[config.mk]
export PLATFORM = sky130hd
export DESIGN_NAME = memmap_decoder
export DESIGN_NICKNAME = d
export VERILOG_FILES = /design/src/rtl/memmap_decoder.sv
export SDC_FILE = /design/constraint.sdc
export NUM_CORES = 1
export LEC_CHECK = 0
export BUFFER_PORTS_ARGS = -buffer_cell sky130_fd_sc_hd__buf_4
export CAP_MARGIN = 20
export CORE_MARGIN = 2
export CORE_UTILIZATION = 43
export DETAILED_ROUTE_END_ITERATION = 6
export PLACE_DENSITY_LB_ADDON = 0.1
export SYNTH_ARGS = -nofsm -noshare
export SYNTH_HDL_FRONTEND = slang
export SYNTH_SLANG_ARGS = --single-unit
[constraint.sdc]
create_clock -name clk -period 1.7 [get_ports clk]
set_input_delay 0.34 -clock clk [delete_from_list [all_inputs] [get_ports clk]]
set_output_delay 0.34 -clock clk [all_outputs]
set_load 0.05 [all_outputs]
[src/rtl/memmap_decoder.sv]
module memmap_decoder #(
  parameter int          AW          = 16,
  parameter int          RAM_BYTES   = 768,
  parameter int          REG_BYTES   = 64,
  parameter int          WIN_CYCLES  = 64,
  parameter logic [7:0]  MAP_RESET   = 8'h01,
  parameter logic [15:0] NVM_LO      = 16'hB600,
  parameter logic [15:0] NVM_HI      = 16'hB7FF,
  parameter logic [15:0] ROM_LO      = 16'hB000,
  parameter logic [15:0] ROM_HI      = 16'hFFFF,
  parameter logic [15:0] VEC_LO      = 16'hFFC0
) (
  input  logic          clk,
  input  logic          rst_n,
  input  logic [AW-1:0] addr,
  input  logic          vec_fetch,
  input  logic [1:0]    mode,
  input  logic          rom_en,
  input  logic          nvm_en,
  input  logic          map_we,
  input  logic [7:0]    map_wdata,
  output logic          sel_reg,
  output logic          sel_ram,
  output logic          sel_nvm,
  output logic          sel_rom,
  output logic          sel_ext,
  output logic          sel_none,
  output logic [9:0]    ram_addr
);
  localparam int CW      = $clog2(WIN_CYCLES + 1);
  localparam int PAGE_LO = AW - 4;
  localparam int VEC_SZ  = (1 << AW) - int'(VEC_LO);
  localparam int VEC_OFS = RAM_BYTES - VEC_SZ;

  logic [7:0]    map_q;
  logic [CW-1:0] cnt_q;
  logic          win_open;

  assign win_open = (cnt_q < CW'(WIN_CYCLES));

  always_ff @(posedge clk or negedge rst_n) begin
    if (!rst_n) begin
      map_q <= MAP_RESET;
      cnt_q <= '0;
    end else begin
      if (win_open) cnt_q <= cnt_q + 1'b1;
      if (map_we && win_open) map_q <= map_wdata;
    end
  end

  logic [PAGE_LO-1:0] page_off;
  logic hit_vec, hit_reg, hit_ram, hit_nvm, hit_rom;

  assign page_off = addr[PAGE_LO-1:0];
  assign hit_vec  = mode[1] && vec_fetch && (addr >= VEC_LO);
  assign hit_reg  = (addr[AW-1:PAGE_LO] == map_q[3:0]) && (int'(page_off) < REG_BYTES);
  assign hit_ram  = (addr[AW-1:PAGE_LO] == map_q[7:4]) && (int'(page_off) < RAM_BYTES);
  assign hit_nvm  = nvm_en && (addr >= NVM_LO) && (addr <= NVM_HI);
  assign hit_rom  = rom_en && (addr >= ROM_LO) && (addr <= ROM_HI);

  always_comb begin
    {sel_reg, sel_ram, sel_nvm, sel_rom, sel_ext, sel_none} = '0;
    ram_addr = addr[9:0];
    if (hit_vec) begin
      sel_ram  = 1'b1;
      ram_addr = 10'(VEC_OFS) + 10'(addr[5:0]);
    end else if (hit_reg)  sel_reg  = 1'b1;
    else if (hit_ram)      sel_ram  = 1'b1;
    else if (hit_nvm)      sel_nvm  = 1'b1;
    else if (hit_rom)      sel_rom  = 1'b1;
    else if (mode[0])      sel_ext  = 1'b1;
    else                   sel_none = 1'b1;
  end


  map_frozen_chk: assert property (@(posedge clk) disable iff (!rst_n)
    !win_open |=> $stable(map_q));

  map_load_chk: assert property (@(posedge clk) disable iff (!rst_n)
    (map_we && win_open) |=> (map_q == $past(map_wdata)));

  onehot_sel_chk: assert property (@(posedge clk) disable iff (!rst_n)
    $countones({sel_reg, sel_ram, sel_nvm, sel_rom, sel_ext, sel_none}) == 1);

  rom_off_chk: assert property (@(posedge clk) disable iff (!rst_n)
    !rom_en |-> !sel_rom);

  no_ext_chk: assert property (@(posedge clk) disable iff (!rst_n)
    !mode[0] |-> !sel_ext);

  nvm_off_chk: assert property (@(posedge clk) disable iff (!rst_n)
    !nvm_en |-> !sel_nvm);
endmodule

After elaboration in Yosys (flattened, before gate mapping)
Index checks and enable logic that the tools add are counted.
{"block": "classes", "add_sub_neg": 2, "n_lt_le_gt_ge": 8, "eq_ne": 2, "mux": 27, "reduce_logical": 9}
{"operator": "greater-or-equal comparator 16 bit (second input constant)", "count": 3}
{"operator": "less-or-equal comparator 16 bit (second input constant)", "count": 2}
{"operator": "2-to-1 mux 1 bit", "count": 26}
{"operator": "< comparator 12 x 10 -> 1 bit (second input constant)", "count": 1}
{"operator": "< comparator 12 x 7 -> 1 bit (second input constant)", "count": 1}
{"operator": "adder 10 x 6 -> 10 bit (first input constant)", "count": 1}
{"operator": "2-to-1 mux 10 bit", "count": 1}
{"operator": "logical AND 1 bit", "count": 9}
{"operator": "== test 4 bit", "count": 2}
{"operator": "adder 7 x 1 -> 7 bit (second input constant)", "count": 1}
{"operator": "< comparator 7 bit (second input constant)", "count": 1}
{"block": "word_totals", "register_bits": 15, "output_inout_bits": 16, "wordCells": 50}

Longest topological paths before layout
Gate-level depths: netlist (run 1).
{"block": "logic_depth", "depth_word": 8, "ltp_mapped": 4, "depth_no_buf": 4}

Least setup slack after synthesis (run 1)
Ideal clock, no wire load.
{"block": "synth_path", "kind": "in2out", "start": "input port addr[9]", "end": "output port sel_rom", "arrival_time_ns": 2.730, "setup_slack_ns": -1.370, "stages": 3, "path_cell_list": "nand4_1 nor4_1 nor4_1"}
{"block": "synth_between", "elab_chain_len": 8, "word_cells_on_any_way": 19}
{"item": "start: declaration", "line": "15", "source": "input logic [AW-1:0] addr,"}
{"item": "greater-or-equal comparator 16 bit", "line": "59", "source": "assign hit_rom = rom_en && (addr >= ROM_LO) && (addr <= ROM_HI);"}
{"item": "logical AND 1 bit (2 in a row)", "line": "59"}
{"item": "2-to-1 mux 1 bit", "line": "70", "source": "else if (hit_rom) sel_rom = 1'b1;"}
{"item": "2-to-1 mux 1 bit", "line": "69", "source": "else if (hit_nvm) sel_nvm = 1'b1;"}
{"item": "2-to-1 mux 1 bit", "line": "68", "source": "else if (hit_ram) sel_ram = 1'b1;"}
{"item": "2-to-1 mux 1 bit", "line": "67", "source": "end else if (hit_reg) sel_reg = 1'b1;"}
{"item": "2-to-1 mux 1 bit (*)", "line": "64", "source": "if (hit_vec) begin"}
{"item": "end: declaration", "line": "25", "source": "output logic sel_rom,"}
Mark *: on every way between the ends. The rest lies on a longest branch, timed or not.

Worst setup path after layout (run 1)
{"block": "layout_path", "start": "register map_q[6]", "end": "output port sel_ext"}
{"block": "layout_between", "elab_chain_len": 5}
{"item": "start: declaration", "line": "35", "source": "logic [7:0] map_q;"}
{"item": "start signal: assignment", "line": "47", "source": "if (map_we && win_open) map_q <= map_wdata;"}
{"item": "== test 4 bit", "line": "57", "source": "assign hit_ram = (addr[AW-1:PAGE_LO] == map_q[7:4]) && (int'(page_off) < RAM_BYTES);"}
{"item": "logical AND 1 bit", "line": "57"}
{"item": "2-to-1 mux 1 bit", "line": "68"}
{"item": "2-to-1 mux 1 bit", "line": "67"}
{"item": "2-to-1 mux 1 bit", "line": "64"}
{"item": "end: declaration", "line": "26", "source": "output logic sel_ext,"}
Every way passes these cells.

==> results of run 1 <==
[what timing repair did]
item / CTS / global route
hold buffers: 1 / 0
setup endpoints to repair: 6 / 7
resized for setup: 11 / 4
pin swaps: 9 / 1
endpoints found under the hold margin: 14 / 0
gates cloned: 0 / 0
[where the power goes]
group          total, µW  internal [µW]  switching [µW]
clock                195           87.2             108
combinational        235            123             113
sequential           391            378            13.0
[state kept, by name, indices dropped and copies added, names as in the netlist]
name,flops
cnt_q,7
map_q,8
[path summary, 6_finish.rpt]
kind                               from  endpoint  slack, ns  depth (start not counted)
max                            map_q[6]   sel_ext      -0.34                          5
min                        map_wdata[1]  map_q[1]       0.28                          2
max reg2reg                    cnt_q[6]  map_q[4]       0.49                          3
min reg2reg                    cnt_q[5]  cnt_q[5]       0.48                          1
max in group asynchronous         rst_n  map_q[0]       1.03                          2
min in group asynchronous         rst_n  map_q[2]       0.44                          2
[placed cells by master, fill, tap and decap left out, types with 3 or more instances in the layout]
cell type / n
nand4_1: 3
xor2_1: 5
buf_6: 4
clkbuf_4: 3
xnor2_1: 7
buf_4: 46
dfrtp_1: 14
nor4_4: 4
mux2_2: 8
[layer usage]
layer	global-route usage [%]	routed length [µm]	part of all wire, %
met1	20.7	768	38
met2	33.6	1150	57
met3	5.52	107	5.3
met4	6.67	4	0.20
met5	0	0	0
[per-stage QoR]
step           total power [µW]  worst slack (ns)  instances  instance area [µm²]
2_1_floorplan               538            -0.691         78                  918
3_3_place_gp                608            -0.326        145                 1270
3_5_place_dp                612            -0.345        145                 1270
4_1_cts                     829            -0.336        150                 1360
5_1_grt                     871            -0.434        150                 1380
6_report                    821            -0.336        150                 1380
[worst reg2reg max path: stages (launching register included)]
cell     delay [ns]
dfrtp_1        0.46
nor2b_1        0.13
buf_4          0.17
mux2_2         0.34
[area by class of cell]
class / count / area, µm² / area share, %
flip-flops and latches: 15 / 377 / 27.2
clock buffers: 3 / 22.5 / 1.63
well taps: 27 / 33.8 / 2.44
clock inverters: 1 / 5.00 / 0.362
multi-input cells: 52 / 541 / 39.1
repair buffers: 51 / 400 / 29.0
inverters: 1 / 3.75 / 0.271
[cells by family (layout without fill, tap and decap cells)]
group,Yosys count,after routing,synth area share [%]
buf+inv,11,56,7.23
simple gates,24,24,19.7
fa+ha+maj,1,1,1.42
xor+xnor,13,13,12.9
mux,9,9,11.5
compound gates,5,5,4.54
flops,15,15,42.7
==> summary.txt, run 1 <==
minimum clock period: 2.04 ns
setup ws final: -0.336 ns
Nets: 157
Post-DRT Antenna Nets: 0
vias in the first global route: 829
final clock skew: 0.00951 ns
# fillers: 141
RSZ-0062 raised after global routing: true
PD cells: 593 nW/µm²
Seq cells post-synth: 15
top post-synthesis cells by area: dfrtp_1, mux2_2, xnor2_1, buf_4, xor2_1
Fin. Hold Viols: 0
Top FF cell, synth: dfrtp_1
core area: 1940 µm²
CTS tree: built
leakage: 0.000632 µW
final core utilization: 71.2%
Max-Cap Viols: 0
clock transition at the registers of the reported paths: 0.09 ns
Initial Util: 45.4%
H-tree levels: 1
Worst-Skew Late Latency: 0.28 ns
slowest CP cell: dfrtp_1
Root Buffer: clkbuf_4
failing checks: setup timing
Area Growth Syn to Fin: 56.7%
status: finished, violations left
Final Max Tran Viols: 0
Critical Path RT: 1.36 ns
max_slew headroom: 53.4%
Ys Warns: 0
share of cells above drive strength 1: 62.6%
post-CTS setup buffers: 0
average routed wire per standard cell: 13.6 µm
Crit Path Class: reg -> out
initial drt markers: 2
initial antenna violation count: 0
largest net degree at the start of global routing: 16
Detailed Place HPWL: 1.61 mm
GRT Total Usage: 18.7%
DRC Markers: 0
worst hold-check path type: in -> reg
EDFF count, synth: 0
drt via density: 5.11
TritonCTS Buffers: 3
CP Buf/Inv Count: 1
sequential share of the synthesized area: 42.7%
Yosys top cell by area: dfrtp_1
gr ovfl total: 0
CP delay by family, top: flip-flops
Setup TNS: -1.60 ns
routed wire length: 2.04 mm
Tcrit/Tclk final: 120%
Syn Nets: 111
First-pass DRT Iterations: 3
Tightest Pin Transition: 0.693 ns
Clock Sinks: 15
CP peak stage delay: 0.40 ns
Die Y-Extent: 49.3 µm
Longest Clk Path Bufs: 2
die area: 2430 µm²
CP Launch Type: register
Post-synth ARST share: 100%
most common cell in the synthesized netlist: dfrtp_1
vias post-DR: 766
ant diodes: 0
Worst Path Arrival: 1.70 ns
worst-path maximum fanout: 4
element type at the critical path end: output pin
Peak VDD IR: 568 µV
mapped cell area: 882 µm²
Distinct cells, synth: 27
Std-Cell Rows: 16
# port buffers: 35
Max Fclk: 491 MHz
die width: 49.3 µm
syn avg cell area: 11.3 µm²
Post-Syn Instances: 78
global-route wire length before repair: 3.55 mm
CP Cell Sequence: xor2_1 > nor3_2 > a21o_2 > nor4b_4 > buf_6
Synth top area share: 39.7%
GP Congestion: 0.720
Synth top cells by count: dfrtp_1, mux2_2, xnor2_1
I/O pin count: 48
Hold Slack: 0.275 ns
Final Setup Violations: 6
Note: power is estimated with default switching activity, not from simulation.
==> run 2: changes to the inputs <==
- CELL_PAD_IN_SITES_DETAIL_PLACEMENT: default -> 2
- CELL_PAD_IN_SITES_GLOBAL_PLACEMENT: default -> 2
- CORE_UTILIZATION: 43 -> 25
==> summary.txt, run 2 (synthesis gave the netlist of run 1 again) <==
die area: 4020 µm²
core area: 3360 µm²
Area Growth Syn to Fin: 64.0%
WHS Endpoint: map_q[1]
First-pass DRT Iterations: 3
Longest Clk Path Bufs: 2
gr ovfl total: 0
Clock Sinks: 15
Worst-Skew Late Latency: 0.28 ns
Cells after DPL: 164
clock transition at the registers of the reported paths: 0.08 ns
most frequent cells in the layout: buf_4, dfrtp_1, xnor2_1, mux2_2, buf_6
vias post-DR: 790
worst-path maximum fanout: 5
TritonCTS Buffers: 3
H-tree levels: 1
RR Startpoint: cnt_q[6]
final core utilization: 43.0%
Tightest Pin Transition: 0.607 ns
final clock skew: 0.00876 ns
die width: 63.4 µm
Crit Path Class: reg -> out
Max-Cap Viols: 0
DRC Markers: 0
Critical Path RT: 1.36 ns
FF-to-FF End: map_q[5]
# fillers: 386
status: finished, violations left
drt via density: 4.59
initial drt markers: 10
Worst Path Arrival: 1.73 ns
largest register by flop count: map_q
Detailed Place HPWL: 2.26 mm
GP Congestion: 0.807
Tcrit/Tclk final: 122%
RSZ-0062 raised after global routing: true
WHS Path Cells: 2
failing checks: setup timing
Post-DRT Antenna Nets: 0
share of cells above drive strength 1: 61.1%
CP Launch Type: register
GRT Total Usage: 14.1%
Final Setup Violations: 6
R2R depth: 3
worst hold-check path type: in -> reg
global-route wire length before repair: 4.45 mm
Nets: 160
FF+latch area: 377 µm²
Die Y-Extent: 63.4 µm
ant diodes: 0
Multi-input gate area: 522 µm²
I/O pin count: 48
Final Max Tran Viols: 0
vias in the first global route: 885
number of flip-flops in the largest register: 8
Std-Cell Rows: 21
Max Fclk: 483 MHz
# port buffers: 35
Fin. Hold Viols: 0
setup ws final: -0.369 ns
CTS tree: built
routed wire length: 2.79 mm
leakage: 0.000645 µW
PD cells: 583 nW/µm²
Initial Util: 26.2%
minimum clock period: 2.07 ns
element type at the critical path end: output pin
initial antenna violation count: 0
Peak VDD IR: 493 µV
max_slew headroom: 59.2%
average routed wire per standard cell: 16.2 µm
post-route non-filler standard cell count: 172
FF-to-FF setup slack: 0.44 ns
Regs by FF count: map_q x8, cnt_q x7
hold_sp: map_wdata[1]
Root Buffer: clkbuf_4
largest net degree at the start of global routing: 16
commonest non-fill, non-tap cell in the layout: buf_4
==> run 2: layout make-up <==
class,count,area share [%]
clock buffer,4,1.82
inverter,1,0.260
multi-input combinational,52,36.1
sequential,15,26.0
tap,46,3.98
timing repair buffer,54,31.8
==> run 2: repair_timing <==
item / CTS / global route
hold endpoints to repair: 14 / 0
setup buffers: 1 / 2
gates resized for setup: 12 / 9
hold buffers: 1 / 0
pin swaps: 8 / 4
setup endpoints to repair: 6 / 7
==> run 2: report_power, final <==
part / leakage (µW) / total [µW] / switching (µW) / internal (µW)
sequential: 0.000176 / 393 / 15.0 / 378
combinational: 0.000455 / 248 / 118 / 130
clock: 0.0000150 / 203 / 112 / 91.1
total: 0.000645 / 844 / 245 / 599
==> run 2: worst max path at each step <==
stage / end / depth (start not counted) / from
after global routing: sel_none / 6 / map_q[0]
after detailed placement: sel_ext / 6 / addr[11]
after global placement: sel_ext / 7 / addr[13]
after CTS: sel_ext / 6 / map_q[6]
final: sel_none / 6 / map_q[0]
after floorplan: sel_ext / 3 / addr[11]
==> run 2: routing by layer <==
layer	track usage (%)	up-vias	wire length [µm]
li1	-	371	-
met2	25.7	21	1490
met1	16.5	396	1140
met3	5.00	2	148
met5	0	-	0
met4	0.815	0	7
==> run 2: metrics by stage <==
step | setup WS, ns | TNS, ns | instance area (µm²) | power, µW | hold WS [ns]
CTS | -0.392 | -1.96 | 1390 | 838 | 0.271
detailed placement | -0.375 | -1.94 | 1290 | 619 | 0.206
global placement | -0.384 | -1.93 | 1290 | 613 | 0.205
finish | -0.369 | -1.79 | 1450 | 844 | 0.280
floorplan | -0.691 | -3.08 | 918 | 538 | 0.0444
global route | -0.466 | -2.38 | 1450 | 888 | 0.274
==> run 2: worst max-delay path, cell delays in order (launching register included) <==
cell     delay (ns)
dfstp_2        0.54
xnor2_1        0.11
nand4_1        0.16
nor4_4         0.19
buf_6          0.18
nor4_2         0.05
buf_4          0.21
